## config.mk

```make
export PLATFORM = sky130hd
export DESIGN_NAME = irq_ack_seq
export DESIGN_NICKNAME = d
export VERILOG_FILES = /design/src/rtl/irq_seq_pkg.sv /design/src/rtl/irq_evt_capture.sv /design/src/rtl/irq_line_fsm.sv /design/src/rtl/irq_ack_seq.sv
export SDC_FILE = /design/constraint.sdc
export NUM_CORES = 1
export LEC_CHECK = 0
export BUFFER_PORTS_ARGS = -buffer_cell sky130_fd_sc_hd__buf_2
export CORE_MARGIN = 1.5
export CORE_UTILIZATION = 63
export CTS_BUF_LIST = sky130_fd_sc_hd__clkbuf_8
export CTS_CLUSTER_DIAMETER = 100
export CTS_CLUSTER_SIZE = 20
export DETAILED_ROUTE_END_ITERATION = 16
export HOLD_SLACK_MARGIN = 0.12
export PLACE_DENSITY = 0.88
export SKIP_LAST_GASP = 1
export SLEW_MARGIN = 20
export SYNTH_ARGS = -nofsm -noshare
export SYNTH_HDL_FRONTEND = slang
export SYNTH_SLANG_ARGS = --single-unit
```

## constraint.sdc

```tcl
create_clock -name clk -period 3.65 [get_ports clk]
set_clock_uncertainty 0.05 [all_clocks]
set_input_delay 0.1825 -clock clk [delete_from_list [all_inputs] [get_ports clk]]
set_output_delay 0.1825 -clock clk [all_outputs]
set_load 0.005 [all_outputs]
```

## src/rtl/irq_seq_pkg.sv

```systemverilog
package irq_seq_pkg;

   // Retire rule applied to every line
   typedef enum logic [1:0] {
      MODE_LEGACY = 2'b00,
      MODE_MSI    = 2'b01,
      MODE_MSIX   = 2'b10,
      MODE_RSVD   = 2'b11
   } irq_mode_e;

   // Per-line request lifetime
   typedef enum logic [1:0] {
      LN_IDLE      = 2'b00,
      LN_REQ       = 2'b01,
      LN_WAIT_ACK2 = 2'b10,
      LN_WAIT_CLR  = 2'b11
   } line_state_e;

   // The reserved code follows the MSI rule
   function automatic irq_mode_e fold_mode(input logic [1:0] raw);
      if (raw == 2'b11) return MODE_MSI;
      return irq_mode_e'(raw);
   endfunction

endpackage

```

## src/rtl/irq_evt_capture.sv

```systemverilog
module irq_evt_capture #(
   parameter int WIDTH  = 16,
   parameter int STAGES = 2
) (
   input  logic             clk,
   input  logic             rst_n,
   input  logic             en,
   input  logic [WIDTH-1:0] evt_in,
   output logic [WIDTH-1:0] evt_rise
);

   localparam int LAST = STAGES;

   generate
      if (STAGES < 2) begin : g_bad_stages
         $error("irq_evt_capture: STAGES must be at least 2");
      end
   endgenerate

   // stg_q[0..STAGES-1] form the synchronizer; stg_q[LAST] is the edge history
   logic [WIDTH-1:0] stg_q [LAST+1];

   always_ff @(posedge clk) begin
      if (!rst_n || !en) begin
         for (int k = 0; k <= LAST; k++) stg_q[k] <= '0;
      end else begin
         stg_q[0] <= evt_in;
         for (int k = 1; k <= LAST; k++) stg_q[k] <= stg_q[k-1];
      end
   end

   assign evt_rise = stg_q[LAST-1] & ~stg_q[LAST];


   capture_quiet_chk: assert property (@(posedge clk) disable iff (!rst_n)
      !en |=> (evt_rise == '0));

endmodule

```

## src/rtl/irq_line_fsm.sv

```systemverilog
module irq_line_fsm
   import irq_seq_pkg::*;
(
   input  logic      clk,
   input  logic      rst_n,
   input  logic      en,
   input  irq_mode_e mode,
   input  logic      evt_edge,
   input  logic      ack,
   input  logic      clr,
   output logic      req
);

   line_state_e st_q, st_d;
   logic        pend_q, pend_d, req_d;

   always_comb begin
      st_d   = st_q;
      pend_d = pend_q;
      req_d  = req;
      if (!en || clr) begin
         st_d   = LN_IDLE;
         pend_d = 1'b0;
         req_d  = 1'b0;
      end else begin
         case (st_q)
            LN_IDLE: begin
               if (evt_edge || pend_q) begin
                  st_d   = LN_REQ;
                  req_d  = 1'b1;
                  pend_d = evt_edge && pend_q;
               end
            end
            LN_REQ: begin
               if (evt_edge) pend_d = 1'b1;
               if (ack) begin
                  case (mode)
                     MODE_LEGACY: begin
                        st_d  = LN_WAIT_ACK2;
                        req_d = 1'b0;
                     end
                     MODE_MSIX: begin
                        st_d  = LN_IDLE;
                        req_d = 1'b0;
                     end
                     default: st_d = LN_WAIT_CLR;
                  endcase
               end
            end
            LN_WAIT_ACK2: begin
               if (evt_edge) pend_d = 1'b1;
               if (ack) st_d = LN_IDLE;
            end
            default: begin
               if (evt_edge) pend_d = 1'b1;
            end
         endcase
      end
   end

   always_ff @(posedge clk) begin
      if (!rst_n) begin
         st_q   <= LN_IDLE;
         pend_q <= 1'b0;
         req    <= 1'b0;
      end else begin
         st_q   <= st_d;
         pend_q <= pend_d;
         req    <= req_d;
      end
   end


   legacy_first_ack_chk: assert property (@(posedge clk) disable iff (!rst_n)
      (en && !clr && mode == MODE_LEGACY && st_q == LN_REQ && ack) |=> !req);


   legacy_no_rearm_chk: assert property (@(posedge clk) disable iff (!rst_n)
      (en && !clr && st_q == LN_WAIT_ACK2 && !ack) |=> !req);


   msi_hold_chk: assert property (@(posedge clk) disable iff (!rst_n)
      (en && !clr && mode == MODE_MSI && req) |=> req);


   msix_retire_chk: assert property (@(posedge clk) disable iff (!rst_n)
      (en && !clr && mode == MODE_MSIX && st_q == LN_REQ && ack) |=> (!req && st_q == LN_IDLE));


   clear_wins_chk: assert property (@(posedge clk) disable iff (!rst_n)
      clr |=> (!req && !pend_q));


   disable_zero_chk: assert property (@(posedge clk) disable iff (!rst_n)
      !en |=> (!req && !pend_q && st_q == LN_IDLE));

endmodule

```

## src/rtl/irq_ack_seq.sv

```systemverilog
module irq_ack_seq
   import irq_seq_pkg::*;
#(
   parameter int NUM_LINES   = 16,
   parameter int SYNC_STAGES = 2
) (
   input  logic                 clk,
   input  logic                 rst_n,
   input  logic                 enable,
   input  logic [1:0]           mode,
   input  logic [NUM_LINES-1:0] event_in,
   input  logic [NUM_LINES-1:0] ack_in,
   input  logic                 clr_stb,
   input  logic [NUM_LINES-1:0] clr_mask,
   output logic [NUM_LINES-1:0] req_out
);

   localparam int MAX_LINES = 16;

   generate
      if (NUM_LINES < 1 || NUM_LINES > MAX_LINES) begin : g_bad_lines
         $error("irq_ack_seq: NUM_LINES must lie in 1..16");
      end
   endgenerate

   // Mode register: loads only while the block is disabled
   logic [1:0] mode_q;
   irq_mode_e  mode_eff;

   always_ff @(posedge clk) begin
      if (!rst_n)       mode_q <= 2'b00;
      else if (!enable) mode_q <= mode;
   end

   assign mode_eff = fold_mode(mode_q);

   logic [NUM_LINES-1:0] evt_edge;
   logic [NUM_LINES-1:0] clr_hit;

   assign clr_hit = clr_mask & {NUM_LINES{clr_stb}};

   irq_evt_capture #(
      .WIDTH  (NUM_LINES),
      .STAGES (SYNC_STAGES)
   ) u_capture (
      .clk      (clk),
      .rst_n    (rst_n),
      .en       (enable),
      .evt_in   (event_in),
      .evt_rise (evt_edge)
   );

   for (genvar gi = 0; gi < NUM_LINES; gi++) begin : g_line
      irq_line_fsm u_line (
         .clk      (clk),
         .rst_n    (rst_n),
         .en       (enable),
         .mode     (mode_eff),
         .evt_edge (evt_edge[gi]),
         .ack      (ack_in[gi]),
         .clr      (clr_hit[gi]),
         .req      (req_out[gi])
      );
   end


   mode_hold_chk: assert property (@(posedge clk) disable iff (!rst_n)
      enable |=> $stable(mode_q));

endmodule

```

Word level (Yosys, flattened, before mapping)
Memories as Yosys holds them, arrays and structs flattened.
Index checks and enable logic that the tools add are counted.
{ "totals": {"register_bits": 66, "latch_bits": 0, "mem_bits_rw": 48, "mem_bits_ro": 0, "input_bits": 54, "out_inout_bits": 16, "n_memories": 1} }
{ "op_classes": {"add_sub_neg": 0, "n_mul": 0, "div_mod_pow": 0, "n_lt_le_gt_ge": 0, "eq_ne": 98, "shift": 0, "muxes": 171, "n_bitwise": 7, "n_reduce_logical": 181} }
{ "mem_list": {"columns": ["memory", "depth", "width", "read_ports", "rd_ports_with_merged_regs", "wr", "line", "text"], "rows": [
  ["u_capture.stg_q", 3, 16, 3, 0, 3, "irq_evt_capture.sv:21", "logic [WIDTH-1:0] stg_q [LAST+1];"]
]} }
{ "op_table": {"columns": ["op", "n"], "rows": [
  ["$reduce_and A4 Y1", 32],
  ["$mux W2", 50],
  ["$ne A2 B2 Y1 const B", 48],
  ["$pmux W2 S3", 16],
  ["$mux W1", 85],
  ["$reduce_bool A2 Y1", 32],
  ["$mux W16", 3],
  ["$reduce_bool A3 Y1", 16],
  ["$eq A2 B2 Y1 const B", 18],
  ["$logic_not A2 Y1", 17],
  ["$reduce_or A2 Y1", 17],
  ["$logic_or A1 B1 Y1", 33],
  ["$and A16 B16 Y16", 2],
  ["$eq A2 B1 Y1 const B", 16],
  ["$ne A2 B1 Y1 const B", 16],
  ["$pmux W1 S2", 16],
  ["$reduce_and A2 Y1", 16],
  ["$logic_and A1 B1 Y1", 16],
  ["$not A16 Y16", 1],
  ["$pmux W2 S2", 1],
  ["$or A1 B1 Y1", 3],
  ["$logic_not A1 Y1", 2],
  ["$not A1 Y1", 1]
]} }

Longest topological paths before layout
Gate-level depths: netlist of the first run.
{ "depth": {"depth_word": 8, "depth_mapped": 5, "ltp_nobuf": 3} }

By module
Synthesis of the first run repeated with hierarchy kept, for this count alone.
{ "hier_totals": {"cells_unflattened": 467, "area_unflattened_um2": 4349.2} }
{ "by_module_without_submodules": {"columns": ["module", "instances", "cells_each", "area_each_um2"], "rows": [
  ["irq_line_fsm", 16, 20, 167.7],
  ["irq_evt_capture", 1, 122, 1455.1],
  ["irq_ack_seq", 1, 25, 211.5]
]} }

Least setup slack after synthesis of the first run
Ideal clock, no wire load.
{ "synth_timing": {"path_type": "flip-flop to flip-flop", "start": "register mode_q[0]", "end": "register g_line[3].u_line.req", "t_arrival_ns": 1.014, "required_time_ns": 3.481, "path_slack_ns": 2.466, "path_stages_with_launch": 6, "period_less_slack_ns": 1.184, "path_cell_list": "dfxtp_1 buf_4 buf_2 nor4bb_1 a211o_1 a21oi_1"} }
{ "synth_via": {"elab_chain_len": 7, "word_cells_on_any_way": 8, "classes_between": "eq/ne: 3; mux: 2; reduce/logical: 3"} }
{ "synth_rtl": {"columns": ["item", "line", "text"], "rows": [
  ["from (decl)", "irq_ack_seq.sv:27", "logic [1:0] mode_q;"],
  ["from (signal assigned)", "irq_ack_seq.sv:32", "else if (!enable) mode_q <= mode;"],
  ["$eq A2 B2 Y1", "irq_seq_pkg.sv:21", "if (raw == 2'b11) return MODE_MSI;"],
  ["$mux W1", "irq_seq_pkg.sv:21", null],
  ["$mux W2 *", "irq_seq_pkg.sv:22", "return irq_mode_e'(raw);"],
  ["$eq A2 B2 Y1 or $logic_not A2 Y1 (tied branches)", "irq_line_fsm.sv:37", "case (mode)"],
  ["$reduce_or A2 Y1 (no source line) *", null, null],
  ["$ne A2 B2 Y1 (no source line) *", null, null],
  ["$reduce_and A4 Y1 (no source line) *", null, null],
  ["to (signal assigned)", "irq_line_fsm.sv:69", "req <= req_d;"],
  ["to (decl)", "irq_line_fsm.sv:11", "output logic req"]
]} }
Mark *: on every way between the ends. The rest lies on a longest branch, timed or not.
A chain may end at the register's enable or synchronous reset.

Final worst setup path of the first run
{ "layout_timing": {"start": "register mode_q[0]", "end": "register g_line[8].u_line.st_q[1]"} }
{ "layout_via": {"elab_chain_len": 7, "word_cells_on_any_way": 8, "classes_between": "eq/ne: 2; mux: 5; reduce/logical: 1"} }
{ "layout_rtl": {"columns": ["item", "line", "text"], "rows": [
  ["$eq A2 B2 Y1", "irq_seq_pkg.sv:21", null],
  ["$mux W1", "irq_seq_pkg.sv:21", null],
  ["$mux W2 *", "irq_seq_pkg.sv:22", null],
  ["$eq A2 B2 Y1 or $logic_not A2 Y1 (tied branches)", "irq_line_fsm.sv:37", null],
  ["$pmux W2 S2 *", "irq_line_fsm.sv:37", null],
  ["$mux W2 *", "irq_line_fsm.sv:36", "if (ack) begin"],
  ["$pmux W2 S3 *", "irq_line_fsm.sv:26", "case (st_q)"],
  ["to (signal assigned)", "irq_line_fsm.sv:67", "st_q <= st_d;"],
  ["to (decl)", "irq_line_fsm.sv:14", "line_state_e st_q, st_d;"]
]} }
Mark *: on every way between the ends. The rest lies on a longest branch, timed or not. The select of a mux whose other input is x is not followed.

==> results.tsv, run 1 <==
metric	value	unit
Post-synth ARST share	0	%
peak supply drop	0.423	mV
Clk pin slew, worst setup/hold paths	0.06	ns
Hold Path End	mode_q[1]	
Crit Path Max Fanout	20	
CP Data Required Time	3.96	ns
clock root cell	clkbuf_8	
Hold Path Depth	2	
post-synth top area share	52.4	%
worst hold path startpoint	rst_n	
R2R Path End	g_line[8].u_line.st_q[1]	
CP Launch Type	flop	
via count	3791	
LEAKAGE	2.43	nW
critical path class	flop to flop	
routed length per placed instance	15.9	µm
clock share of power	43.4	%
Max-slew headroom	46.1	%
Max Buffers Root-to-Sink	2	
Die X	86.1	µm
flop-to-flop setup slack	0.92	ns
final setup vio count	0	
crit path time final	2.73	ns
CTS tree	built	
cell row count	30	
RSZ-0062 raised after global routing	false	
WL final	10.4	mm
Gate power share	6.8	%
Post-synth EDFFs	0	
Net Sw Frac	21.5	%
number of antenna violations at the first check in global routing	0	
area leader, netlist	dfxtp_1	
sequential area share after synthesis	52.4	%
drt initial violations	204	
ranking of synthesized cells by area	dfxtp_1 52%, and3_1 6.9%, a21oi_1 6.0%	
Clock Latency Late Sink	0.42	ns
Fin Hold WS	0.315	ns
first-pass GRT wire length	16.9	mm
antenna fix cells	0	
type of the worst min-delay path	primary input to flop	
Achievable Freq	366	MHz
Reg2Reg Launch Point	mode_q[0]	
Detailed Routing Iterations Pass 1	5	
layout cells sized above 1	19.2	%
I/O pin total	70	
kind of end point of the critical path	flop	
initial core utilization	64.5	%
max_cap viols	0	
status	finished clean	
Pwr Density	456	nW/µm²
number of global-route vias before repair	3681	
Hold Fails Final Rpt	0	
Syn-to-layout area delta	29.2	%
Slowest cell on crit path	dfxtp_1	
syn_area_per_cell	9.74	µm²
Mapped Nets	501	
CORE AREA	6760	µm²
Tightest Pin Transition	0.808	ns
Worst Path Arrival	3.04	ns
Slew Viols, Final	0	
Die Y	86.1	µm
library cells used by synthesis	33	
TritonCTS Buffers	17	
total track usage	29.7	%
Largest stage delay, worst path	0.84	ns
fillers	357	
Die ar.	7420	µm²
P_sw	553	µW
Sink Count	114	
gpl congestion	0.782	
Post-Syn Instances	447	
Top FF cell, synth	dfxtp_1	
Pint	2.01	mW
yosys warns	0	
worst r2r path cells	4	
GRT Residual Overflow	0	
worst path cell trace	nand2b_1 > a21oi_1 > a211oi_2 > dlygate4sd3_1	
Final period util	74.8	%
largest net degree at the start of global routing	52	
register bit total from synthesis	114	
Mapped Area	4360	µm²
I/O Buffers	69	
Residual DRC	0	
Flop pwr share	49.8	%
Final #Nets	621	
Final HPWL DP	5.69	mm
Antenna Nets Post-Route	0	
Via density	5.77	
Setup TNS	0	ns
Clock H-tree levels	4	
-- per-layer routing --
layer | up-vias | global-route usage, % | wire length [µm]
met2 | 159 | 51.5 | 5200
met1 | 1762 | 33.6 | 4330
li1 | 1833 | - | -
met3 | 37 | 10.1 | 621
met4 | 0 | 11.9 | 276
met5 | - | 0 | 0
-- worst max-delay path: cells and delay by family, from the launching register on --
kind                   cells  cell delay (ns)
buffers and inverters      1             0.59
and+or+nand+nor            1             0.72
AOI/OAI and AO/OA          2             0.45
DFF                        1             0.84
-- state kept, by name, summed over array words and instances, names as in the netlist --
name / count
g_line.u_line.pend_q: 16
g_line.u_line.req: 16
g_line.u_line.st_q: 32
mode_q: 2
u_capture.stg_q: 48
-- logic make-up (layout without fill, tap and decap cells) --
group                  count (synthesis)  after routing  share of synthesized area, %
muxes                                  2              2                         0.460
buffers and inverters                 52            182                          6.35
DFF                                  114            114                          52.4
AOI/OAI and AO/OA                    149            149                          22.6
and+or+nand+nor                      130            130                          18.2
-- how the worst max path moves through the flow --
stage	startpoint	endpoint	depth (start not counted)	slack, ns
2_1_floorplan	mode_q[0]	g_line[3].u_line.req	5	2.47
5_1_grt	mode_q[0]	g_line[8].u_line.st_q[1]	4	0.82
3_3_place_gp	mode_q[0]	g_line[10].u_line.st_q[1]	3	1.72
6_report	mode_q[0]	g_line[8].u_line.st_q[1]	4	0.92
4_1_cts	mode_q[0]	g_line[8].u_line.st_q[1]	4	1.02
3_5_place_dp	mode_q[0]	g_line[2].u_line.st_q[1]	3	1.57
-- Yosys cell counts (4+ instances only) --
library cell / n
dfxtp_1: 114
nor2b_1: 19
o21ai_0: 22
buf_4: 18
and3_1: 48
o22ai_1: 9
inv_1: 18
o31ai_1: 8
nor2_1: 18
nor3_1: 4
buf_2: 4
a211oi_1: 15
nand2b_1: 12
o21bai_1: 11
clkbuf_1: 10
a21o_1: 15
a21oi_1: 52
a211oi_2: 10
nand2_1: 12
nor4bb_1: 9
-- layout make-up --
| class | instances | area, µm² | area share, % |
|---|---|---|---|
| Tap cell | 80 | 100 | 1.78 |
| Clock buffer | 21 | 289 | 5.13 |
| Sequential cell | 114 | 2280 | 40.5 |
| Multi-Input combinational cell | 281 | 1800 | 31.9 |
| Clock inverter | 8 | 87.6 | 1.56 |
| Inverter | 18 | 67.6 | 1.20 |
| Timing Repair Buffer | 135 | 1010 | 17.9 |
-- through the flow --
stage	util (%)	worst slack (ns)	instance area (µm²)	total power, mW	cells
CTS	83.3	1.02	5630	2.57	657
detailed placement	68.0	1.57	4590	1.42	562
global route	83.3	0.821	5630	2.66	657
floorplan	-	2.47	4360	1.38	447
global placement	68.0	1.72	4590	1.42	562
finish	83.3	0.920	5630	2.57	657
-- power groups by stage --
stage	clock network (mW)	logic, mW	registers [mW]
3_3_place_gp	0	0.113	1.30
3_5_place_dp	0	0.118	1.31
6_report	1.11	0.174	1.28
2_1_floorplan	0	0.0780	1.30
5_1_grt	1.19	0.187	1.28
4_1_cts	1.13	0.166	1.28
-- cell usage in the layout, fill, tap and decap left out, types with 2 or more instances in the layout --
master	instances
a21oi_1	52
nand2b_1	12
nand2_1	12
and4bb_2	3
inv_1	20
o22ai_1	9
buf_2	69
dlygate4sd3_1	66
clkbuf_8	21
a211oi_1	15
and3_1	48
bufinv_16	2
a21o_1	15
nor3_1	4
mux2i_1	2
o31ai_1	8
o21ai_0	22
nor4bb_1	9
a211o_1	3
dfxtp_1	114
nor3b_1	2
nor2_1	18
a211oi_2	10
clkinv_2	4
o21bai_1	11
nor2b_1	19
-- repair_timing --
| action | 4_1_cts | 5_1_grt |
|---|---|---|
| hold endpoints to repair | 82 | 0 |
| setup buffers | 0 | 0 |
| resized for setup | 0 | 0 |
| hold buffers | 66 | 0 |
Note: power is estimated with default switching activity, not from simulation.
==> inputs of run 2 (changes only) <==
CORE_UTILIZATION = 52   (was 63)
PLACE_DENSITY = 0.77   (was 0.88)
clock period = 2.2 ns   (was 3.65 ns; I/O delays follow)
==> run 2 against run 1 <==
  * Register-to-register slack lost 0.69 ns
  * Sequential share of layout area is 0.79 points lower
  * Critical path depth is 1 higher
  * Largest power group unchanged
  * Via count is 4.7% lower
  * Power is 72% higher
  * First-iteration DRC count fell by 6.9%
  * Highest routed layer unchanged
  * Setup slack worse by 0.69 ns
  * Clock power is 81% higher
==> results.tsv, run 2 (synthesis gave the netlist of run 1 again) <==
metric	value	unit
Sink Count	114	
I/O Buffers	69	
number of global-route vias before repair	3475	
Clk pin slew, worst setup/hold paths	0.08	ns
number of antenna violations at the first check in global routing	0	
critical path's top delay family	buffers and inverters	
Largest register FFs	48	
Final #Nets	626	
Antenna Nets Post-Route	0	
WL final	9.23	mm
most common cell after layout, fill and taps aside	dfxtp_1	
first-pass GRT wire length	15.0	mm
layout cells sized above 1	20.7	%
I/O pin total	70	
Syn-to-layout area delta	31.8	%
antenna fix cells	0	
Final HPWL DP	5.83	mm
Fin Hold WS	0.236	ns
Die X	94.5	µm
Tightest Pin Transition	0.444	ns
Post-CTS Resized	0	
Max Buffers Root-to-Sink	2	
CORE AREA	8180	µm²
Largest stage delay, worst path	0.60	ns
final core utilization	70.2	%
Die Y	94.5	µm
flop-to-flop setup slack	0.23	ns
Setup Buffers After CTS	0	
CP Launch Type	flop	
Clock H-tree levels	4	
Slowest cell on crit path	dlygate4sd3_1	
final instance area	5740	µm²
clock root cell	clkbuf_8	
biggest regs	u_capture.stg_q: 48 flops, g_line.u_line.st_q: 32 flops	
routed length per placed instance	13.4	µm
commonest cells after routing, fill and taps aside	114 x dfxtp_1, 69 x buf_2, 66 x dlygate4sd3_1, 52 x a21oi_1, 48 x and3_1	
clock share of power	45.5	%
Worst Path Arrival	2.28	ns
peak supply drop	0.622	mV
kind of end point of the critical path	flop	
worst path cell trace	nand2b_1 > buf_4 > a21oi_1 > a211oi_1 > dlygate4sd3_1	
dpl cell area	4660	µm²
fillers	589	
RSZ-0062 raised after global routing	false	
CTS tree	built	
Pint	3.38	mW
Achievable Freq	507	MHz
Final period util	89.6	%
initial core utilization	53.3	%
CP Data Required Time	2.51	ns
Slew Viols, Final	0	
Reg2Reg Launch Point	mode_q[0]	
Max-slew headroom	70.4	%
Residual DRC	0	
worst r2r path cells	5	
Hold Path Depth	3	
Net Sw Frac	23.4	%
GRT Residual Overflow	0	
LEAKAGE	2.44	nW
cell row count	33	
Hold Path End	u_capture.stg_q[0][32]	
final setup vio count	0	
Detailed Routing Iterations Pass 1	4	
Crit Path Max Fanout	10	
Setup TNS	0	ns
TritonCTS Buffers	17	
largest net degree at the start of global routing	51	
gpl congestion	0.772	
Flop pwr share	47.9	%
Buf/Inv on CP	2	
cts hold-fix bufs	66	
P_sw	1.03	mW
critical path class	flop to flop	
crit path time final	1.97	ns
max_cap viols	0	
Die ar.	8930	µm²
Clock Latency Late Sink	0.42	ns
Via density	5.24	
via count	3613	
worst hold path startpoint	enable	
type of the worst min-delay path	primary input to flop	
Biggest register	u_capture.stg_q	
R2R Path End	g_line[4].u_line.st_q[1]	
Hold Fails Final Rpt	0	
total track usage	22.0	%
drt initial violations	190	
Gate power share	6.6	%
Pwr Density	770	nW/µm²
status	finished clean	
-- run 2: per-layer routing --
layer / GRT usage, % / vias to the layer above / share of wire, %
met5: 0 / - / 0
met4: 9.95 / 0 / 1.6
met3: 6.52 / 13 / 4.4
met2: 37.5 / 80 / 48
met1: 25.4 / 1672 / 46
li1: - / 1848 / -
-- run 2: metrics by stage --
stage / setup WS [ns] / total power, mW / instances
3_5_place_dp: 0.692 / 2.37 / 592
4_1_cts: 0.293 / 4.45 / 690
3_3_place_gp: 0.771 / 2.36 / 592
6_report: 0.229 / 4.42 / 690
5_1_grt: 0.150 / 4.58 / 690
2_1_floorplan: 1.02 / 2.28 / 447
-- run 2: area by class of cell --
class / count / area [µm²] / share of cell area, %
well taps: 105 / 131 / 2.29
inverters: 18 / 67.6 / 1.18
clock buffers: 17 / 234 / 4.08
clock inverters: 15 / 185 / 3.23
flip-flops and latches: 114 / 2280 / 39.8
multi-input cells: 281 / 1800 / 31.3
repair buffers: 140 / 1040 / 18.2
-- run 2: worst min-delay path: stages --
cell and delay (ns):
buf_2 0.12, buf_4 0.25, and3_1 0.18
-- run 2: worst max path at each step --
stage	startpoint	endpoint	cells after the start
after detailed placement	mode_q[0]	g_line[2].u_line.req	4
after global routing	mode_q[0]	g_line[6].u_line.st_q[1]	5
after floorplan	mode_q[0]	g_line[3].u_line.req	5
after CTS	mode_q[0]	g_line[4].u_line.st_q[1]	5
final	mode_q[0]	g_line[4].u_line.st_q[1]	5
after global placement	mode_q[0]	g_line[7].u_line.req	4
-- run 2: power by group through the flow --
stage,Combinational [mW],Clock [mW],Sequential [mW]
after floorplan,0.129,0,2.15
after global placement,0.203,0,2.16
after detailed placement,0.208,0,2.16
after CTS,0.286,2.04,2.12
after global routing,0.318,2.14,2.12
final,0.291,2.01,2.12
==> inputs of run 3 (changes only) <==
CORE_UTILIZATION = 45   (was 52)
PLACE_DENSITY = 0.68   (was 0.77)
REMOVE_ABC_BUFFERS = 1   (was unset)
==> run 3 against run 2 <==
  * Setup slack worse by 0.077 ns
  * Power is 8.1% lower
  * Non-clock buffer count fell by 1
  * Routed wire length is 1.0% higher
  * Fmax is 3.8% lower
  * Global-route usage is 2.6 points lower
  * Die area increased by 15%
  * Critical path type unchanged
  * Critical endpoint is now g_line[11].u_line.st_q[1]
  * Largest power group unchanged
==> results.tsv, run 3 (synthesis gave the netlist of run 1 again) <==
metric	value	unit
Final #Nets	625	
Setup Buffers After CTS	0	
Die X	101	µm
Crit Path Max Fanout	9	
largest net degree at the start of global routing	51	
Crit. Startpoint	mode_q[0]	
Max Buffers Root-to-Sink	2	
final worst slack	0.153	ns
worst hold path startpoint	enable	
type of the worst min-delay path	primary input to flop	
total track usage	19.4	%
biggest regs	u_capture.stg_q: 48 flops, g_line.u_line.st_q: 32 flops	
number of global-route vias before repair	3352	
Syn-to-layout area delta	30.5	%
via count	3600	
final instance area	5690	µm²
CP Data Required Time	2.50	ns
clock root cell	clkbuf_8	
worst r2r path cells	5	
Detailed Routing Iterations Pass 1	4	
peak supply drop	0.561	mV
gpl congestion	0.755	
Residual DRC	0	
Tightest Pin Transition	0.505	ns
Antenna Nets Post-Route	0	
kind of end point of the critical path	flop	
crit path to	g_line[11].u_line.st_q[1]	
critical path class	flop to flop	
Via density	5.06	
layout cells sized above 1	19.8	%
first-pass GRT wire length	15.2	mm
number of antenna violations at the first check in global routing	0	
Final HPWL DP	5.65	mm
Clock Latency Late Sink	0.41	ns
most common cell after layout, fill and taps aside	dfxtp_1	
Sink Count	114	
Largest register FFs	48	
commonest cells after routing, fill and taps aside	114 x dfxtp_1, 69 x buf_2, 66 x dlygate4sd3_1, 52 x a21oi_1, 48 x and3_1	
TritonCTS Buffers	17	
met3 WL	466	µm
Die ar.	10300	µm²
WL met2	4.35	mm
flop-to-flop setup slack	0.15	ns
I/O Buffers	69	
antenna fix cells	0	
Reg2Reg Launch Point	mode_q[0]	
Biggest register	u_capture.stg_q	
Post-CTS Resized	0	
CP Launch Type	flop	
crit path time final	2.05	ns
Slew Viols, Final	0	
Worst Path Arrival	2.35	ns
dpl cell area	4680	µm²
Max-slew headroom	66.4	%
drt initial violations	128	
status	finished clean	
Setup TNS	0	ns
Die Y	101	µm
CORE AREA	9330	µm²
WL final	9.33	mm
top sig layer	met4	
R2R Path End	g_line[11].u_line.st_q[1]	
cell row count	35	
Achievable Freq	488	MHz
initial core utilization	46.7	%
I/O pin total	70	
Clock H-tree levels	4	
LEAKAGE	2.43	nW
Hold Fails Final Rpt	0	
pre-CTS WS	0.724	ns
final setup vio count	0	
RSZ-0062 raised after global routing	false	
M1 WL	4.43	mm
max_cap viols	0	
routed length per placed instance	13.1	µm
CTS tree	built	
Clk pin slew, worst setup/hold paths	0.06	ns
GRT Residual Overflow	0	
Final period util	93.1	%
Pwr Density	714	nW/µm²
run 3: cell types whose count changed in the layout (fill, tap and decap cells not counted), sizes merged:
cell and delta:
inv +1, clkinv -1, bufinv -3, clkbuf +5, buf -1, clkinvlp -4
run 3: area by class of cell:
cell class,instances,area (µm²)
Multi-Input combinational cell,281,1800
Inverter,18,67.6
Timing Repair Buffer,139,1040
Fill cell,791,3640
Sequential cell,114,2280
Clock buffer,22,303
Clock inverter,8,38.8
Tap cell,129,161
run 3: power breakdown:
group / total (mW) / switching, mW / leakage (nW) / internal (mW)
Clock: 1.65 / 0.754 / 0.190 / 0.895
Sequential: 2.12 / 0.0207 / 0.923 / 2.10
Combinational: 0.294 / 0.136 / 1.32 / 0.159
run 3: stage by stage:
step | power, mW | instances | utilization (%) | hold WS [ns]
5_1_grt | 4.24 | 711 | 61.0 | 0.273
3_5_place_dp | 2.38 | 615 | 50.2 | 0.284
4_1_cts | 4.09 | 711 | 61.0 | 0.249
6_report | 4.06 | 711 | 61.0 | 0.267
3_3_place_gp | 2.37 | 615 | 50.2 | 0.278
2_1_floorplan | 2.25 | 413 | - | 0.155
run 3: worst min-delay path by stage:
stage                               endpoint  depth (start not counted)
floorplan           g_line[3].u_line.st_q[1]                          1
global placement    g_line[6].u_line.st_q[1]                          2
detailed placement  g_line[0].u_line.st_q[1]                          2
CTS                 g_line[4].u_line.st_q[0]                          4
global route                       mode_q[1]                          3
finish                u_capture.stg_q[0][37]                          3
run 3: metal layers:
| layer | vias to the layer above | track usage [%] |
|---|---|---|
| li1 | 1841 | - |
| met1 | 1664 | 23.3 |
| met2 | 88 | 32.7 |
| met3 | 7 | 6.56 |
| met4 | 0 | 6.09 |
| met5 | - | 0 |
run 3: worst max-delay path, stage by stage, from the launching register on:
cell and delay (ns):
dfxtp_1 0.45, nand2b_1 0.38, buf_4 0.25, a21oi_1 0.09
a211oi_1 0.19, dlygate4sd3_1 0.57
run 3: timing repair:
| item | in CTS | in global routing |
|---|---|---|
| endpoints found under the setup margin | 0 | 0 |
| hold endpoints to repair | 82 | 0 |
| hold buffers | 66 | 0 |
